==> config.mk <==
export PLATFORM = sky130hd
export DESIGN_NAME = uart_fifo_trig
export DESIGN_NICKNAME = d
export VERILOG_FILES = /design/src/rtl/uart_fifo_pkg.sv /design/src/rtl/byte_fifo.sv /design/src/rtl/trig_req.sv /design/src/rtl/rx_timeout.sv /design/src/rtl/uart_fifo_trig.sv
export SDC_FILE = /design/constraint.sdc
export NUM_CORES = 1
export LEC_CHECK = 0
export BUFFER_PORTS_ARGS = -buffer_cell sky130_fd_sc_hd__buf_2
export CAP_MARGIN = 40
export CORE_UTILIZATION = 62
export DETAILED_ROUTE_END_ITERATION = 10
export HOLD_SLACK_MARGIN = 0.06
export PLACE_DENSITY = 0.86
export SLEW_MARGIN = 20
export SYNTH_ARGS = -nofsm -noshare
export SYNTH_HDL_FRONTEND = slang
export SYNTH_SLANG_ARGS = --single-unit
==> constraint.sdc <==
create_clock -name clk -period 4.56 [get_ports clk]
set_input_delay 0.228 -clock clk [delete_from_list [all_inputs] [get_ports clk]]
set_output_delay 0.228 -clock clk [all_outputs]
set_load 0.03 [all_outputs]
==> src/rtl/uart_fifo_pkg.sv <==
package uart_fifo_pkg;
  localparam int unsigned LVL_W = 7;
  localparam int unsigned FLD_W = 6;

  // transmit threshold: request while count <= level
  function automatic logic [LVL_W-1:0] tx_level(input logic [1:0] sel);
    case (sel)
      2'b00:   tx_level = 7'd0;
      2'b01:   tx_level = 7'd16;
      2'b10:   tx_level = 7'd32;
      default: tx_level = 7'd48;
    endcase
  endfunction

  // receive threshold: request while count >= level
  function automatic logic [LVL_W-1:0] rx_level(input logic [1:0] sel);
    case (sel)
      2'b00:   rx_level = 7'd1;
      2'b01:   rx_level = 7'd8;
      2'b10:   rx_level = 7'd16;
      default: rx_level = 7'd32;
    endcase
  endfunction
endpackage

==> src/rtl/byte_fifo.sv <==
module byte_fifo #(
  parameter int unsigned DEPTH = 64,
  parameter int unsigned CW    = $clog2(DEPTH + 1),
  parameter int unsigned AW    = $clog2(DEPTH)
) (
  input  logic          clk,
  input  logic          rst_n,
  input  logic          flush,
  input  logic          one_deep,
  input  logic          push,
  input  logic [7:0]    din,
  input  logic          pop,
  output logic [7:0]    dout,
  output logic [CW-1:0] count,
  output logic          full,
  output logic          empty
);
  logic [7:0]    mem [DEPTH];
  logic [AW-1:0] wp, rp;
  logic [CW-1:0] cap;
  logic          do_push, do_pop;

  assign cap     = one_deep ? CW'(1) : CW'(DEPTH);
  assign full    = (count >= cap);
  assign empty   = (count == '0);
  assign do_push = push && !full;
  assign do_pop  = pop && !empty;
  assign dout    = mem[rp];

  function automatic logic [AW-1:0] next_ptr(input logic [AW-1:0] p);
    return (p == AW'(DEPTH - 1)) ? '0 : p + AW'(1);
  endfunction

  always_ff @(posedge clk) begin
    if (!rst_n || flush) begin
      wp    <= '0;
      rp    <= '0;
      count <= '0;
    end else begin
      if (do_push) wp <= next_ptr(wp);
      if (do_pop)  rp <= next_ptr(rp);
      count <= count + CW'(do_push) - CW'(do_pop);
    end
  end

  always_ff @(posedge clk) begin
    if (do_push && !flush) mem[wp] <= din;
  end
endmodule

==> src/rtl/trig_req.sv <==
module trig_req (
  input  logic clk,
  input  logic rst_n,
  input  logic cond,
  input  logic level_mode,
  output logic req
);
  logic cond_q;

  always_ff @(posedge clk) begin
    if (!rst_n) cond_q <= 1'b0;
    else        cond_q <= cond;
  end

  assign req = level_mode ? cond : (cond && !cond_q);
endmodule

==> src/rtl/rx_timeout.sv <==
module rx_timeout #(
  parameter int unsigned LIMIT = 3,
  parameter int unsigned TW    = $clog2(LIMIT + 1)
) (
  input  logic clk,
  input  logic rst_n,
  input  logic active,
  input  logic restart,
  input  logic tick,
  output logic hit
);
  logic [TW-1:0] cnt;

  always_ff @(posedge clk) begin
    if (!rst_n || !active || restart) cnt <= '0;
    else if (tick && cnt != TW'(LIMIT)) cnt <= cnt + TW'(1);
  end

  assign hit = active && (cnt == TW'(LIMIT));
endmodule

==> src/rtl/uart_fifo_trig.sv <==
module uart_fifo_trig #(
  parameter int unsigned DEPTH      = 64,
  parameter int unsigned TOUT_CHARS = 3
) (
  input  logic        clk,
  input  logic        rst_n,
  input  logic        fifo_en,
  input  logic [1:0]  tx_lvl_sel,
  input  logic [1:0]  rx_lvl_sel,
  input  logic        tx_req_lvl,
  input  logic        rx_req_lvl,
  input  logic        tout_en,
  input  logic        tx_flush,
  input  logic        rx_flush,
  input  logic        wr_en,
  input  logic [7:0]  wr_data,
  input  logic        rd_en,
  output logic [7:0]  rd_data,
  output logic [15:0] stat,
  input  logic        ovr_clr,
  output logic        ovr_flag,
  output logic        tx_valid,
  input  logic        tx_ready,
  output logic [7:0]  tx_data,
  input  logic        rx_push,
  input  logic [7:0]  rx_byte,
  input  logic        char_tick,
  output logic        tx_req,
  output logic        rx_req,
  output logic        tout_req
);
  import uart_fifo_pkg::*;

  localparam int unsigned CW = $clog2(DEPTH + 1);
  localparam int unsigned AW = $clog2(DEPTH);

  logic [CW-1:0]    tx_cnt, rx_cnt;
  logic             tx_full, rx_full, tx_empty, rx_empty;
  logic             tx_fl_q, rx_fl_q, tx_fl_cmd, rx_fl_cmd;
  logic             tx_cond, rx_cond;
  logic [FLD_W-1:0] tx_fld, rx_fld;

  // flush commands act once per rising edge
  always_ff @(posedge clk) begin
    if (!rst_n) begin
      tx_fl_q <= 1'b0;
      rx_fl_q <= 1'b0;
    end else begin
      tx_fl_q <= tx_flush;
      rx_fl_q <= rx_flush;
    end
  end
  assign tx_fl_cmd = tx_flush && !tx_fl_q;
  assign rx_fl_cmd = rx_flush && !rx_fl_q;

  byte_fifo #(.DEPTH(DEPTH), .CW(CW), .AW(AW)) u_txq (
    .clk(clk), .rst_n(rst_n), .flush(tx_fl_cmd), .one_deep(!fifo_en),
    .push(wr_en), .din(wr_data), .pop(tx_ready), .dout(tx_data),
    .count(tx_cnt), .full(tx_full), .empty(tx_empty)
  );

  byte_fifo #(.DEPTH(DEPTH), .CW(CW), .AW(AW)) u_rxq (
    .clk(clk), .rst_n(rst_n), .flush(rx_fl_cmd), .one_deep(!fifo_en),
    .push(rx_push), .din(rx_byte), .pop(rd_en), .dout(rd_data),
    .count(rx_cnt), .full(rx_full), .empty(rx_empty)
  );

  assign tx_valid = !tx_empty;

  // trigger conditions; bypass mode uses the holding-register meaning
  assign tx_cond = fifo_en ? (tx_cnt <= CW'(tx_level(tx_lvl_sel))) : tx_empty;
  assign rx_cond = fifo_en ? (rx_cnt >= CW'(rx_level(rx_lvl_sel))) : !rx_empty;

  trig_req u_txr (.clk(clk), .rst_n(rst_n), .cond(tx_cond),
                  .level_mode(tx_req_lvl), .req(tx_req));
  trig_req u_rxr (.clk(clk), .rst_n(rst_n), .cond(rx_cond),
                  .level_mode(rx_req_lvl), .req(rx_req));

  rx_timeout #(.LIMIT(TOUT_CHARS)) u_tout (
    .clk(clk), .rst_n(rst_n),
    .active(fifo_en && tout_en && !rx_empty),
    .restart(rx_push), .tick(char_tick), .hit(tout_req)
  );

  always_ff @(posedge clk) begin
    if (!rst_n)                  ovr_flag <= 1'b0;
    else if (rx_push && rx_full) ovr_flag <= 1'b1;
    else if (ovr_clr)            ovr_flag <= 1'b0;
  end

  // 64 entries saturate the count field at all ones
  assign tx_fld = (tx_cnt >= CW'(DEPTH)) ? '1 : tx_cnt[FLD_W-1:0];
  assign rx_fld = (rx_cnt >= CW'(DEPTH)) ? '1 : rx_cnt[FLD_W-1:0];
  assign stat   = {1'b0, tx_full, tx_fld, 1'b0, rx_full, rx_fld};
endmodule

==> results list <==
* Worst path arrival time: around 3.7 ns
- The critical path is of the flip-flop to primary output type.
- On the final layout, the worst hold slack is roughly 0.1 ns.
- Total count of hold-check failures in the final report: 0
- Clock tree from TritonCTS: done
- Of the post-synthesis cell area, the dominant cell type holds 72.05%.
* Global routing usage summed across all routing layers: 30.21%
* Worst flop-to-flop path endpoint: u_txq.mem[46][6]
* Slew Viols, Final: 0
- Together, buffers and inverters on the worst path number 2.
- Of all flip-flops after synthesis, the portion carrying an async set or reset was 0%.
- Max_cap viols: 0
- Wirelength, routed: 103700 µm
- In this run the number of cells on the critical path is 6.
* Class of the worst hold path: input port to flip-flop
* Series of cell instances along the critical path: buf_4 -> mux4_2 -> o22ai_1 -> o32ai_1 -> a22o_1 -> buf_2
- In this run the critical register-to-register path is launched from u_txq.count[0].
- RSZ-0062 raised after global routing: no
- Clock tree synthesis selected as its root buffer the cell sky130_fd_sc_hd__clkbuf_16.
- Die boundary width: 264.4 µm
* Number of port buffers: 68
- The first detailed-routing pass took 6 iterations.
- Number of enable flip-flop cells after synthesis: 1024
- Worst Setup Start Kind: flip-flop
- The number of antenna violations at the first check in global routing was 0.
- I/O Pins: 71
* Top FF cell, synth: sky130_fd_sc_hd__edfxtp_1
- Most common library cell in the layout ignoring fill and taps: sky130_fd_sc_hd__edfxtp_1
* Endpoint class of the critical path: primary output
- The die covers 69890 µm².
- For this configuration, the core starts out at a cell density of 63.10%.
- Post-synth cell types: 59
- Largest net degree at the start of global routing: 65
* Net count of the finished layout: approximately 2400
- Clock insertion delay at the later pin of the skew report: 0.67 ns
- Outcome: finished, final reports clean
- Dominant delay contributor by cell family on the critical path: compound AO/OA/AOI/OAI gates
- Pleak: 14.66 nW
- The H-tree was split into 3 levels.
- The slowest stage of the critical path is the sky130_fd_sc_hd__dfxtp_4 cell.
- For hold timing, the worst endpoint is u_tout.cnt[0].
- In this run, the number of DRC markers left after iteration 0 of detailed routing was 3882.
* First-pass GRT wire length: 152400 µm
- After detailed routing, the number of vias per cell comes to 7.067.
- Flop2flop setup slack: 0.71 ns
- Power density normalized to cell area: between 400 and 500 nW/µm²
- The largest single stage delay on the critical path is 0.79 ns.
- Min Tclk post-route: ~3.9 ns
- Along the worst path, the maximum fanout reaches 37.
* Number of nets with antenna violations after detailed routing: 0
- Worst Reg-to-Reg Cells: 8
- Count of yosys warnings during synthesis: 0
- After synthesis, the cell types taking the most area are sky130_fd_sc_hd__edfxtp_1 72%, sky130_fd_sc_hd__mux4_2 13%, sky130_fd_sc_hd__dfxtp_1 2.7%, sky130_fd_sc_hd__nor2_1 1.7%, sky130_fd_sc_hd__ha_1 1.1%.
* Maximum buffer depth of the clock tree: 3
- Data required time of the worst path: 4.33 ns
- The final route contains approximately 23000 vias.
- Gate count of the mapped netlist: 2157
* Number of clock sinks: 1081
* Worst slew margin: 40.34%
* Core ar.: 67630 µm²
- In the final layout, the share of cells above drive strength 1 is 23.69%.
- Relative to the synthesized area, the layout overhead comes to 11.27%.
- In the routed design, unresolved DRC markers number 0.
- The floorplan step set the die height to approximately 260 µm.
- Clock skew on the completed layout was measured at 0.02534 ns.
* Commonest non-fill, non-tap cells in the layout: 1024 x sky130_fd_sc_hd__edfxtp_1, 250 x sky130_fd_sc_hd__mux4_2, 196 x sky130_fd_sc_hd__nor2_1, 101 x sky130_fd_sc_hd__clkbuf_16, 67 x sky130_fd_sc_hd__buf_2
* # Post-CTS Setup Buffers: 0
- The floorplan has 95 rows.
- Number of standard cells in the final layout excluding fillers: 3238
- Slew at the pin closest to its max-slew limit: 0.8924 ns
- Sequential cells were found to cover 74.72% of the synthesized design area.
* Drt wl/cell: 32.02 µm
* HPWL Detailed: 57250 µm
* Register bit count reported by yosys: 1081
- Count of final setup violators: 0
* Cell accounting for the most synthesized area: sky130_fd_sc_hd__edfxtp_1
- Setup total negative slack on the finished layout was measured at 0 ns.
* CTS clock-pin slew for the worst setup and hold paths: 0.07 ns
- Syn_area_per_cell: 19.79 µm²
* Worst hold path stage count: 4
- Cell area after technology mapping: 42680 µm²
- Remaining global-route overflow: 0
- The number of placed instances, taps included, is 3031.
- Routability-driven placement finished with a final weighted congestion of 0.8943.
- Based on the critical path, the design can be clocked at up to between 200 and 300 MHz.
- Portion of the clock cycle consumed by the worst path in the final layout: between 80% and 90%
- Number of buffers created by CTS: 101
- The startpoint identified for the worst hold timing path is tout_en.
* Largest vdd supply drop: around 0.48 mV
- Number of global-route vias before repair: ~23000
==> worst min-delay path, cell delays in order <==
cell	delay, ns
sky130_fd_sc_hd__buf_2	0.10
sky130_fd_sc_hd__and3_1	0.21
sky130_fd_sc_hd__nand3_1	0.12
sky130_fd_sc_hd__nor2_1	0.05
==> power by group <==
part / internal (mW) / switching [mW]
registers: 11.0 / 0.179
clock network: 4.83 / 3.74
logic: 1.23 / 1.69
==> worst max path at each step <==
stage / startpoint / endpoint
after floorplan: u_rxq.count[6] / u_rxq.count[6]
after global placement: fifo_en / u_txq.mem[54][4]
after detailed placement: fifo_en / u_txq.mem[14][3]
after CTS: flip-flop / tx_data[0]
after global routing: flip-flop / tx_data[6]
final: flip-flop / tx_data[6]
==> state kept, by name (all words and copies together) (netlist names), named ones only <==
name          flops
u_rxq.mem       512
u_txq.mem       512
u_rxq.count       7
u_txq.count       7
u_rxq.rp          6
u_rxq.wp          6
u_txq.rp          6
u_txq.wp          6
u_tout.cnt        2
ovr_flag          1
rx_fl_q           1
tx_fl_q           1
u_rxr.cond_q      1
u_txr.cond_q      1
==> through the flow <==
stage	power, mW	instance area [µm²]	setup slack, ns	utilization, %
2_1_floorplan	13.36	42680	1.231	-
4_1_cts	22.62	47420	0.6727	70.11
3_5_place_dp	14.17	43950	0.7173	64.98
5_1_grt	23.20	47490	0.4883	70.21
3_3_place_gp	14.07	43900	0.7985	64.92
6_report	22.62	47490	0.6136	70.21
==> final cells by class <==
class,count,area [µm²]
diodes,1,2.502
clock buffers,126,2641
clock inverters,62,708.2
fillers,3713,20150
inverters,29,108.9
multi-input cells,935,10070
flip-flops and latches,1081,31910
well taps,873,1092
repair buffers,131,949.7
==> routing by layer <==
metal / share of wire (%) / global-route usage [%] / vias up / routed length, µm
li1: - / - / 9027 / -
met4: 4.6 / 12.55 / 0 / 4752
met5: 0 / 0 / - / 0
met1: 35 / 40.19 / 11590 / 35880
met2: 50 / 49.90 / 1940 / 51670
met3: 11 / 5.518 / 329 / 11380
==> repair_timing <==
action                                 4_1_cts  5_1_grt
hold buffers                                12        0
gates resized for setup                      0        0
endpoints found under the hold margin       10        0
==> cells by family after synthesis <==
family / after synthesis / synth area share [%]
DFF: 1081 / 74.72
and+or+nand+nor: 353 / 3.840
muxes: 313 / 14.97
AOI/OAI and AO/OA: 196 / 2.923
buffers and inverters: 142 / 1.683
adders and majority gates: 41 / 1.237
xor gates and xnor gates: 30 / 0.6156
other: 1 / 0.008786
==> synth_stat cells (7+ instances only) <==
master / count
sky130_fd_sc_hd__mux2i_1: 32
sky130_fd_sc_hd__nand4_1: 11
sky130_fd_sc_hd__xor2_1: 17
sky130_fd_sc_hd__mux4_2: 250
sky130_fd_sc_hd__o31ai_1: 7
sky130_fd_sc_hd__nand2b_1: 13
sky130_fd_sc_hd__o221ai_1: 8
sky130_fd_sc_hd__and3_1: 8
sky130_fd_sc_hd__o21ai_0: 30
sky130_fd_sc_hd__o32ai_1: 14
sky130_fd_sc_hd__nand3_1: 22
sky130_fd_sc_hd__clkbuf_1: 38
sky130_fd_sc_hd__inv_1: 29
sky130_fd_sc_hd__nand2_1: 36
sky130_fd_sc_hd__buf_4: 22
sky130_fd_sc_hd__a211oi_1: 8
sky130_fd_sc_hd__nor2b_1: 19
sky130_fd_sc_hd__o21ai_1: 17
sky130_fd_sc_hd__buf_2: 39
sky130_fd_sc_hd__nor2_1: 196
sky130_fd_sc_hd__dfxtp_1: 57
sky130_fd_sc_hd__buf_1: 8
sky130_fd_sc_hd__xnor2_1: 13
sky130_fd_sc_hd__mux2_2: 25
sky130_fd_sc_hd__edfxtp_1: 1024
sky130_fd_sc_hd__nand3b_1: 8
sky130_fd_sc_hd__a21oi_1: 35
sky130_fd_sc_hd__o22ai_1: 49
sky130_fd_sc_hd__ha_1: 39
sky130_fd_sc_hd__and2_1: 7
No activity file was read; power rests on OpenSTA's default activity.
